`config.mk`:
```
export PLATFORM = sky130hd
export DESIGN_NAME = mcast_hash_filter
export DESIGN_NICKNAME = d
export VERILOG_FILES = /design/src/rtl/mf_pkg.sv /design/src/rtl/mf_cfg_regs.sv /design/src/rtl/mf_hash_index.sv /design/src/rtl/mf_verdict.sv /design/src/rtl/mcast_hash_filter.sv
export SDC_FILE = /design/constraint.sdc
export NUM_CORES = 1
export LEC_CHECK = 0
export BUFFER_PORTS_ARGS = -buffer_cell sky130_fd_sc_hd__buf_2
export CORE_MARGIN = 3
export CORE_UTILIZATION = 45
export CTS_BUF_LIST = sky130_fd_sc_hd__clkbuf_16
export DETAILED_ROUTE_END_ITERATION = 7
export PLACE_DENSITY = 0.76
export SLEW_MARGIN = 5
export SYNTH_ARGS = -nofsm -noshare
export SYNTH_HDL_FRONTEND = slang
export SYNTH_HIERARCHICAL = 1
export SYNTH_SLANG_ARGS = --single-unit
```
`constraint.sdc`:
```
create_clock -name clk -period 7.3 [get_ports clk]
set_input_delay 0.73 -clock clk [delete_from_list [all_inputs] [get_ports clk]]
set_output_delay 0.73 -clock clk [all_outputs]
set_load 0.005 [all_outputs]
```
`src/rtl/mf_pkg.sv`:
```
package mf_pkg;
    localparam int ADDR_W    = 48;
    localparam int WORD_W    = 32;
    localparam int HASH_W    = 6;
    localparam int CRC_W     = 32;
    localparam int TBL_N     = 1 << HASH_W;
    localparam int TBL_WORDS = TBL_N / WORD_W;
    localparam int STA_HI_W  = ADDR_W - WORD_W;
    localparam int REG_AW    = 3;
    localparam int MODE_W    = 3;
    localparam logic [CRC_W-1:0] CRC_POLY = 32'h04C11DB7;

    typedef enum logic [2:0] {
        WHY_NONE    = 3'd0,
        WHY_PROMISC = 3'd1,
        WHY_BCAST   = 3'd2,
        WHY_STATION = 3'd3,
        WHY_ALLGRP  = 3'd4,
        WHY_HASH    = 3'd5
    } why_e;

    localparam logic [REG_AW-1:0] RA_STA_LO = 3'd0;
    localparam logic [REG_AW-1:0] RA_STA_HI = 3'd1;
    localparam logic [REG_AW-1:0] RA_TBL0   = 3'd2;
    localparam logic [REG_AW-1:0] RA_MODE   = 3'd4;

    typedef struct packed {
        logic hash_en;
        logic all_grp;
        logic promisc;
    } mode_t;

    typedef struct packed {
        logic [ADDR_W-1:0] station;
        logic [TBL_N-1:0]  tbl;
        mode_t             mode;
    } cfg_t;

    typedef struct packed {
        logic  valid;
        logic  bcast;
        logic  group;
        logic  sta_hit;
        logic  tbl_hit;
        mode_t mode;
    } probe_t;

    // Serial CRC over the address, bit i of the vector fed at step i
    function automatic logic [HASH_W-1:0] hash_index(input logic [ADDR_W-1:0] a);
        logic [CRC_W-1:0] c;
        logic fb;
        c = '1;
        for (int i = 0; i < ADDR_W; i++) begin
            fb = c[CRC_W-1] ^ a[i];
            c  = {c[CRC_W-2:0], 1'b0};
            if (fb) c = c ^ CRC_POLY;
        end
        return c[CRC_W-1 -: HASH_W];
    endfunction
endpackage

```
`src/rtl/mf_cfg_regs.sv`:
```
module mf_cfg_regs
    import mf_pkg::*;
(
    input  logic                clk,
    input  logic                rst,
    input  logic                we,
    input  logic [REG_AW-1:0]   addr,
    input  logic [WORD_W-1:0]   wdata,
    output cfg_t                cfg_o
);
    logic [WORD_W-1:0]   sta_lo_q;
    logic [STA_HI_W-1:0] sta_hi_q;
    mode_t               mode_q;
    logic [WORD_W-1:0]   tbl_q [TBL_WORDS];

    always_ff @(posedge clk) begin
        if (rst) begin
            sta_lo_q <= '0;
            sta_hi_q <= '0;
            mode_q   <= '0;
        end else if (we) begin
            if (addr == RA_STA_LO) sta_lo_q <= wdata;
            if (addr == RA_STA_HI) sta_hi_q <= wdata[STA_HI_W-1:0];
            if (addr == RA_MODE)   mode_q   <= mode_t'(wdata[MODE_W-1:0]);
        end
    end

    for (genvar g = 0; g < TBL_WORDS; g++) begin : g_tbl
        localparam logic [REG_AW-1:0] MY_ADDR = RA_TBL0 + REG_AW'(g);
        always_ff @(posedge clk) begin
            if (rst)                          tbl_q[g] <= '0;
            else if (we && addr == MY_ADDR)   tbl_q[g] <= wdata;
        end
        assign cfg_o.tbl[g*WORD_W +: WORD_W] = tbl_q[g];
    end

    assign cfg_o.station = {sta_hi_q, sta_lo_q};
    assign cfg_o.mode    = mode_q;
endmodule

```
`src/rtl/mf_hash_index.sv`:
```
module mf_hash_index
    import mf_pkg::*;
(
    input  logic [ADDR_W-1:0] addr_i,
    output logic [HASH_W-1:0] idx_o
);
    assign idx_o = hash_index(addr_i);
endmodule

```
`src/rtl/mf_verdict.sv`:
```
module mf_verdict
    import mf_pkg::*;
(
    input  logic   clk,
    input  logic   rst,
    input  probe_t probe_i,
    output logic   valid_o,
    output logic   accept_o,
    output why_e   why_o
);
    probe_t p_q;
    why_e   why_d;

    always_ff @(posedge clk) begin
        if (rst) p_q <= '0;
        else     p_q <= probe_i;
    end

    always_comb begin
        why_d = WHY_NONE;
        if (p_q.valid) begin
            if (p_q.mode.promisc)                       why_d = WHY_PROMISC;
            else if (p_q.bcast)                         why_d = WHY_BCAST;
            else if (!p_q.group)                        why_d = p_q.sta_hit ? WHY_STATION : WHY_NONE;
            else if (p_q.mode.all_grp)                  why_d = WHY_ALLGRP;
            else if (p_q.mode.hash_en && p_q.tbl_hit)   why_d = WHY_HASH;
        end
    end

    always_ff @(posedge clk) begin
        if (rst) begin
            valid_o  <= 1'b0;
            accept_o <= 1'b0;
            why_o    <= WHY_NONE;
        end else begin
            valid_o  <= p_q.valid;
            accept_o <= (why_d != WHY_NONE);
            why_o    <= why_d;
        end
    end
endmodule

```
`src/rtl/mcast_hash_filter.sv`:
```
module mcast_hash_filter
    import mf_pkg::*;
(
    input  logic              clk,
    input  logic              rst,
    input  logic              cfg_we,
    input  logic [2:0]        cfg_addr,
    input  logic [31:0]       cfg_wdata,
    input  logic              da_valid,
    input  logic [47:0]       da_addr,
    output logic              res_valid,
    output logic              res_accept,
    output logic [2:0]        res_reason
);
    cfg_t              cfg_q;
    logic [HASH_W-1:0] idx;
    probe_t            probe;
    why_e              why;

    mf_cfg_regs u_regs (
        .clk   (clk),
        .rst   (rst),
        .we    (cfg_we),
        .addr  (cfg_addr),
        .wdata (cfg_wdata),
        .cfg_o (cfg_q)
    );

    mf_hash_index u_hash (
        .addr_i (da_addr),
        .idx_o  (idx)
    );

    always_comb begin
        probe.valid   = da_valid;
        probe.bcast   = &da_addr;
        probe.group   = da_addr[0];
        probe.sta_hit = (da_addr == cfg_q.station);
        probe.tbl_hit = cfg_q.tbl[idx];
        probe.mode    = cfg_q.mode;
    end

    mf_verdict u_verdict (
        .clk      (clk),
        .rst      (rst),
        .probe_i  (probe),
        .valid_o  (res_valid),
        .accept_o (res_accept),
        .why_o    (why)
    );

    assign res_reason = why;
endmodule

```
==> impl_metrics.ini, run 1 <==
[run_status]
status = completed

[setup_path]
end_kind = flip-flop
cp.arrival_ps = 6210
critPathMaxFanout = 13
ff2ff_path_depth = 5
startpoint = da_addr[7]
cp-endpoint = u_verdict/p_q[3]
cp.required_ps = 7620
crit_path_start_kind = input pin
r2r_end = u_verdict/p_q[3]
r2r_slack_ps = 5220
critPathKind = in2reg
r2r-start = u_regs/tbl_q[0][18]

[synth]
synth_seq_area_share_pct = 37.43
synthFlopType = edfxtp_1
ys_async_sr_fraction_pct = 0
ys_types = 47
synth_edf_count = 64
post_synth.cell_area_avg_um2 = 11.76
ys_ff_latch = 128
syn_area_um2 = 8558
syn_nets = 815
syn-instance-count = 728
ys.warnings.count = 6

[route]
drc_errors = 0
drt_iter0_drc = 550
vias_per_cell = 5.592
dr.pass1.iters = 4
met2_length_um = 10740
top_layer = met4
antenna_left = 0
wl_per_cell_um = 21.96
via_count = 5855
wl_met3_um = 1774
wirelength_um = 23000
wl_met1_um = 9634

[clock_network]
postCtsSetupBuffers = 0
root_buffer = clkbuf_16
numClockSinks = 128
cts_resized = 0
clk_path_buf_depth = 2
htree_levels = 4
cts_buffers = 17
clk_latency_ps = 410
cts_hold_buf = 0
cts_tree = done
path_clk_slew_ps = 60

[place]
port_buffers = 91
gp_congestion = 0.9333
dp_hpwl_um = 17220

[floorplanning]
start_util_pct = 46.69
rows = 49
die_w_um = 143.9
fp.dieH_um = 143.9
dieArea_um2 = 20710
pin_count = 92
core_um2 = 18330

[timing]
min_period_ps = 5897
relSlewSlack_pct = 45.63
rsz0062_at_grt = false
period_share_pct = 80.79
finalHoldViolCount = 0
fin_tns_setup_ps = 0
finalSetupViolations = 0
fmax_ghz = 0.1696
final_max_slew_viol_count = 0
fin_skew_ps = 4.789
tightestPinTransition_ps = 809.8

[grt]
grt.overflow.total = 0
grt_max_degree = 97
grt.total_usage_pct = 23.04
grt_first_pass_wirelength_um = 35160
grt_pass1_vias = 5941
antenna_found_initial = 0

[finish]
area_growth_pct = 13.89
diodes = 0
post_route_cells_drive_above_1_share_pct = 19.44
fin_nets = 892

[run]
cap_violations = 0

[worst_hold_path]
hold_path_class = reg2reg
-- state kept, by name, indices dropped and copies added, names as in the netlist --
register / cells
u_verdict/why_o: 3
u_verdict/valid_o: 1
u_regs/sta_lo_q: 32
u_regs/cfg_o: 3
u_verdict/accept_o: 1
u_regs/sta_hi_q: 16
u_regs/tbl_q: 64
u_verdict/p_q: 8
-- Yosys cell counts, types with 3 or more instances --
library cell	instances	area, um^2
clkbuf_1	21	78.83
buf_2	13	65.06
buf_4	3	22.52
xnor2_1	104	910.9
mux4_2	12	270.3
and2b_1	8	60.06
edfxtp_1	64	1922
xnor3_2	3	71.32
nor4_1	15	93.84
inv_1	35	131.4
nand3_1	4	20.02
nand4bb_1	3	33.78
buf_6	6	67.56
nor3_1	65	325.3
nand2b_1	83	519.3
xor2_1	77	674.4
xnor3_1	36	810.8
xnor2_2	4	65.06
nand4_1	16	100.1
mux4_1	5	131.4
dfxtp_1	64	1281
mux2i_1	51	510.5
nor2b_1	4	25.02
-- cell usage in the layout (no fill, tap or decap), drive strengths merged, types with 2 or more instances in the layout --
cell type  netlist  final
and2b            9      9
nor4            15     15
nor2b            4      4
clkbuf          21     17
a22oi            2      2
nand3            4      4
nand2            2      2
nand4           16     16
mux2i           51     51
xnor3           40     40
nor2             2      2
dfxtp           64     64
xor3             4      4
xor2            79     79
a41o             2      2
inv             35     38
a21oi            2      2
xnor2          108    108
mux4            17     17
edfxtp          64     64
nand4bb          3      3
nor3            65     65
nand2b          83     83
bufinv           0      3
clkinv           0      9
buf             22    101
-- area by class of cell --
| cell class | count | area [um^2] |
|---|---|---|
| Fill cell | 1554 | 8584 |
| Multi-Input combinational cell | 522 | 5002 |
| Sequential cell | 128 | 3203 |
| Timing Repair Buffer | 101 | 530.5 |
| Clock buffer | 17 | 425.4 |
| Tap cell | 229 | 286.5 |
| Clock inverter | 15 | 167.7 |
| Inverter | 35 | 131.4 |
-- metrics by stage --
step	cell area, um^2	setup WS [ps]	std cells	utilization [%]	hold slack (ps)
2_1_floorplan	8558	1760	728	-	434.6
3_3_place_gp	9154	1188	1015	49.94	448.7
3_5_place_dp	9154	1058	1015	49.94	449.0
4_1_cts	9747	1421	1047	53.17	462.3
5_1_grt	9747	1285	1047	53.17	488.1
6_report	9747	1403	1047	53.17	463.5
-- critical path, cell delays in order --
cell,delay (ps)
buf_2,240
xor3_2,560
xnor3_2,440
xnor3_2,410
xor3_2,460
xnor2_2,270
xnor3_1,480
xor2_1,190
xnor3_1,770
mux4_1,650
mux4_2,460
or2_0,210
a32o_1,200
and2b_1,140
-- routing by layer --
metal | vias to the layer above | global-route usage, %
li1 | 2677 | -
met1 | 2851 | 30.65
met2 | 275 | 35.84
met3 | 52 | 5.657
met4 | 0 | 10.11
met5 | - | 0
-- worst min path at each step --
| stage | from | cells after the start | endpoint |
|---|---|---|---|
| after floorplan | u_regs/cfg_o[1] | 1 | u_verdict/p_q[1] |
| after global placement | u_regs/cfg_o[1] | 1 | u_verdict/p_q[1] |
| after detailed placement | u_regs/cfg_o[1] | 1 | u_verdict/p_q[1] |
| after CTS | u_regs/cfg_o[1] | 1 | u_verdict/p_q[1] |
| after global routing | u_regs/cfg_o[0] | 1 | u_verdict/p_q[0] |
| final | u_regs/cfg_o[1] | 1 | u_verdict/p_q[1] |
-- logic make-up after synthesis --
group,after synthesis,synth area share (%)
XOR/XNOR,231,31.42
AO/OA/AOI/OAI,13,1.272
multiplexers,68,10.66
flip-flops,128,37.43
AND/OR/NAND/NOR,210,14.96
buffers and inverters,78,4.269
Power of run 1 is not shown: default switching activity piles up to over one toggle a cycle in this logic, so the estimate is an artifact.
==> run 2: changes to the inputs <==
==> constraint.sdc (replaced) <==
create_clock -name clk -period 6.1 [get_ports clk]
set_input_delay 0.61 -clock clk [delete_from_list [all_inputs] [get_ports clk]]
set_output_delay 0.61 -clock clk [all_outputs]
set_load 0.005 [all_outputs]
==> run 2 against run 1 <==
Die area is the same. Cell count grew 0.38%. Largest cell class unchanged. Final area grew 0.42%. Critical path type unchanged. Register-to-register slack lost 1100 ps.
==> impl_metrics.ini, run 2 (synthesis results as in run 1) <==
[floorplanning]
rows = 49
die_w_um = 143.9
start_util_pct = 46.69
fp.dieH_um = 143.9
core_um2 = 18330
pin_count = 92
dieArea_um2 = 20710

[route]
drt_iter0_drc = 568
via_count = 5845
dr.pass1.iters = 5
wl_met1_um = 9933
wl_met3_um = 1668
wl_per_cell_um = 22.26
met2_length_um = 11310
vias_per_cell = 5.561
wirelength_um = 23400
drc_errors = 0
antenna_left = 0
top_layer = met4

[place]
port_buffers = 91
gp_congestion = 0.9301
dp_hpwl_um = 17650

[finish]
final_cell_mix = xnor2_1, buf_2, nand2b_1
largestRegisters = u_regs/tbl_q x64, u_regs/sta_lo_q x32, u_regs/sta_hi_q x16
fin_nets = 896
layout_commonest_cell = xnor2_1
multiInputGateArea_um2 = 5002
regArea_um2 = 3203
post_route_cells_drive_above_1_share_pct = 19.95
final_util_pct = 53.40
largest_register_ffs = 64
diodes = 0
fill_cells = 1553
area_growth_pct = 14.37
largest-register = u_regs/tbl_q

[clock_network]
path_clk_slew_ps = 60
clk_path_buf_depth = 2
cts_resized = 0
htree_levels = 4
cts_hold_buf = 0
cts_buffers = 17
root_buffer = clkbuf_16
clk_latency_ps = 410
cts_tree = done
postCtsSetupBuffers = 0
numClockSinks = 128

[setup_path]
cp_top_family = XOR/XNOR gates
r2r_slack_ps = 4070
path_cells = buf_2 > xor3_2 > xnor3_2 > xnor3_2 > xor3_2 > xnor2_2 > xnor3_1 > xor2_1 > xnor3_1 > mux4_1 > mux4_2 > or2_0 > a32o_1 > and2b_1
critPathMaxFanout = 7
cp.required_ps = 6400
r2r_end = u_verdict/p_q[3]
crit_path_max_incr_delay_ps = 600
critPathKind = in2reg
cp.buffers_inverters = 1
crit_path_start_kind = input pin
cp.arrival_ps = 5710
end_kind = flip-flop
r2r-start = u_regs/tbl_q[0][19]
ff2ff_path_depth = 5
cp_slowest_cell = mux4_1

[timing]
period_share_pct = 88.72
tightestPinTransition_ps = 746.9
relSlewSlack_pct = 50.20
final_max_slew_viol_count = 0
finalHoldViolCount = 0
min_period_ps = 5412
fin_tns_setup_ps = 0
finalSetupViolations = 0
fmax_ghz = 0.1848
rsz0062_at_grt = false
fin_skew_ps = 8.739

[run]
cap_violations = 0

[grt]
grt_first_pass_wirelength_um = 35310
grt.total_usage_pct = 22.99
grt_pass1_vias = 5934
grt_max_degree = 81
grt.overflow.total = 0
antenna_found_initial = 0

[worst_hold_path]
hold_path_class = in2reg
min_from = da_valid
min_to = u_verdict/p_q[7]
whs_path_depth = 2

[run_status]
status = completed
run 2: worst max-delay path by stage:
stage                          start                to  slack, ps  cells past startpoint
after floorplan           da_addr[8]  u_verdict/p_q[3]        680                     15
after global placement    da_addr[7]  u_verdict/p_q[3]        380                     14
after CTS                 da_addr[7]  u_verdict/p_q[3]        740                     14
after global routing      da_addr[7]  u_verdict/p_q[3]        480                     15
after detailed placement  da_addr[7]  u_verdict/p_q[3]        310                     14
final                     da_addr[7]  u_verdict/p_q[3]        690                     14
run 2: metal layers:
metal | up-vias | global-route usage (%)
met5 | - | 0
met1 | 2869 | 31.13
met2 | 234 | 36.84
li1 | 2700 | -
met3 | 42 | 5.957
met4 | 0 | 6.194
run 2: cell type report:
cell class | count | area share (%)
tap | 229 | 2.927
inverter | 35 | 1.342
timing repair buffer | 105 | 5.727
clock buffer | 20 | 5.113
multi-input combinational | 522 | 51.11
clock inverter | 12 | 1.061
sequential | 128 | 32.72
run 2: stage by stage:
stage | hold slack (ps) | cell area, um^2 | std cells | worst slack (ps)
6_report | 413.4 | 9788 | 1051 | 688.3
5_1_grt | 417.4 | 9788 | 1051 | 476.8
4_1_cts | 393.8 | 9788 | 1051 | 741.8
3_5_place_dp | 448.9 | 9184 | 1019 | 305.1
3_3_place_gp | 442.4 | 9184 | 1019 | 378.0
2_1_floorplan | 434.6 | 8558 | 728 | 679.9
run 2: worst reg2reg max path, stage by stage (launching register included):
cell,delay [ps]
edfxtp_1,400
mux4_1,510
mux4_2,460
or2_0,200
a32o_1,200
and2b_1,150
Power of run 2 is left out for the same reason.
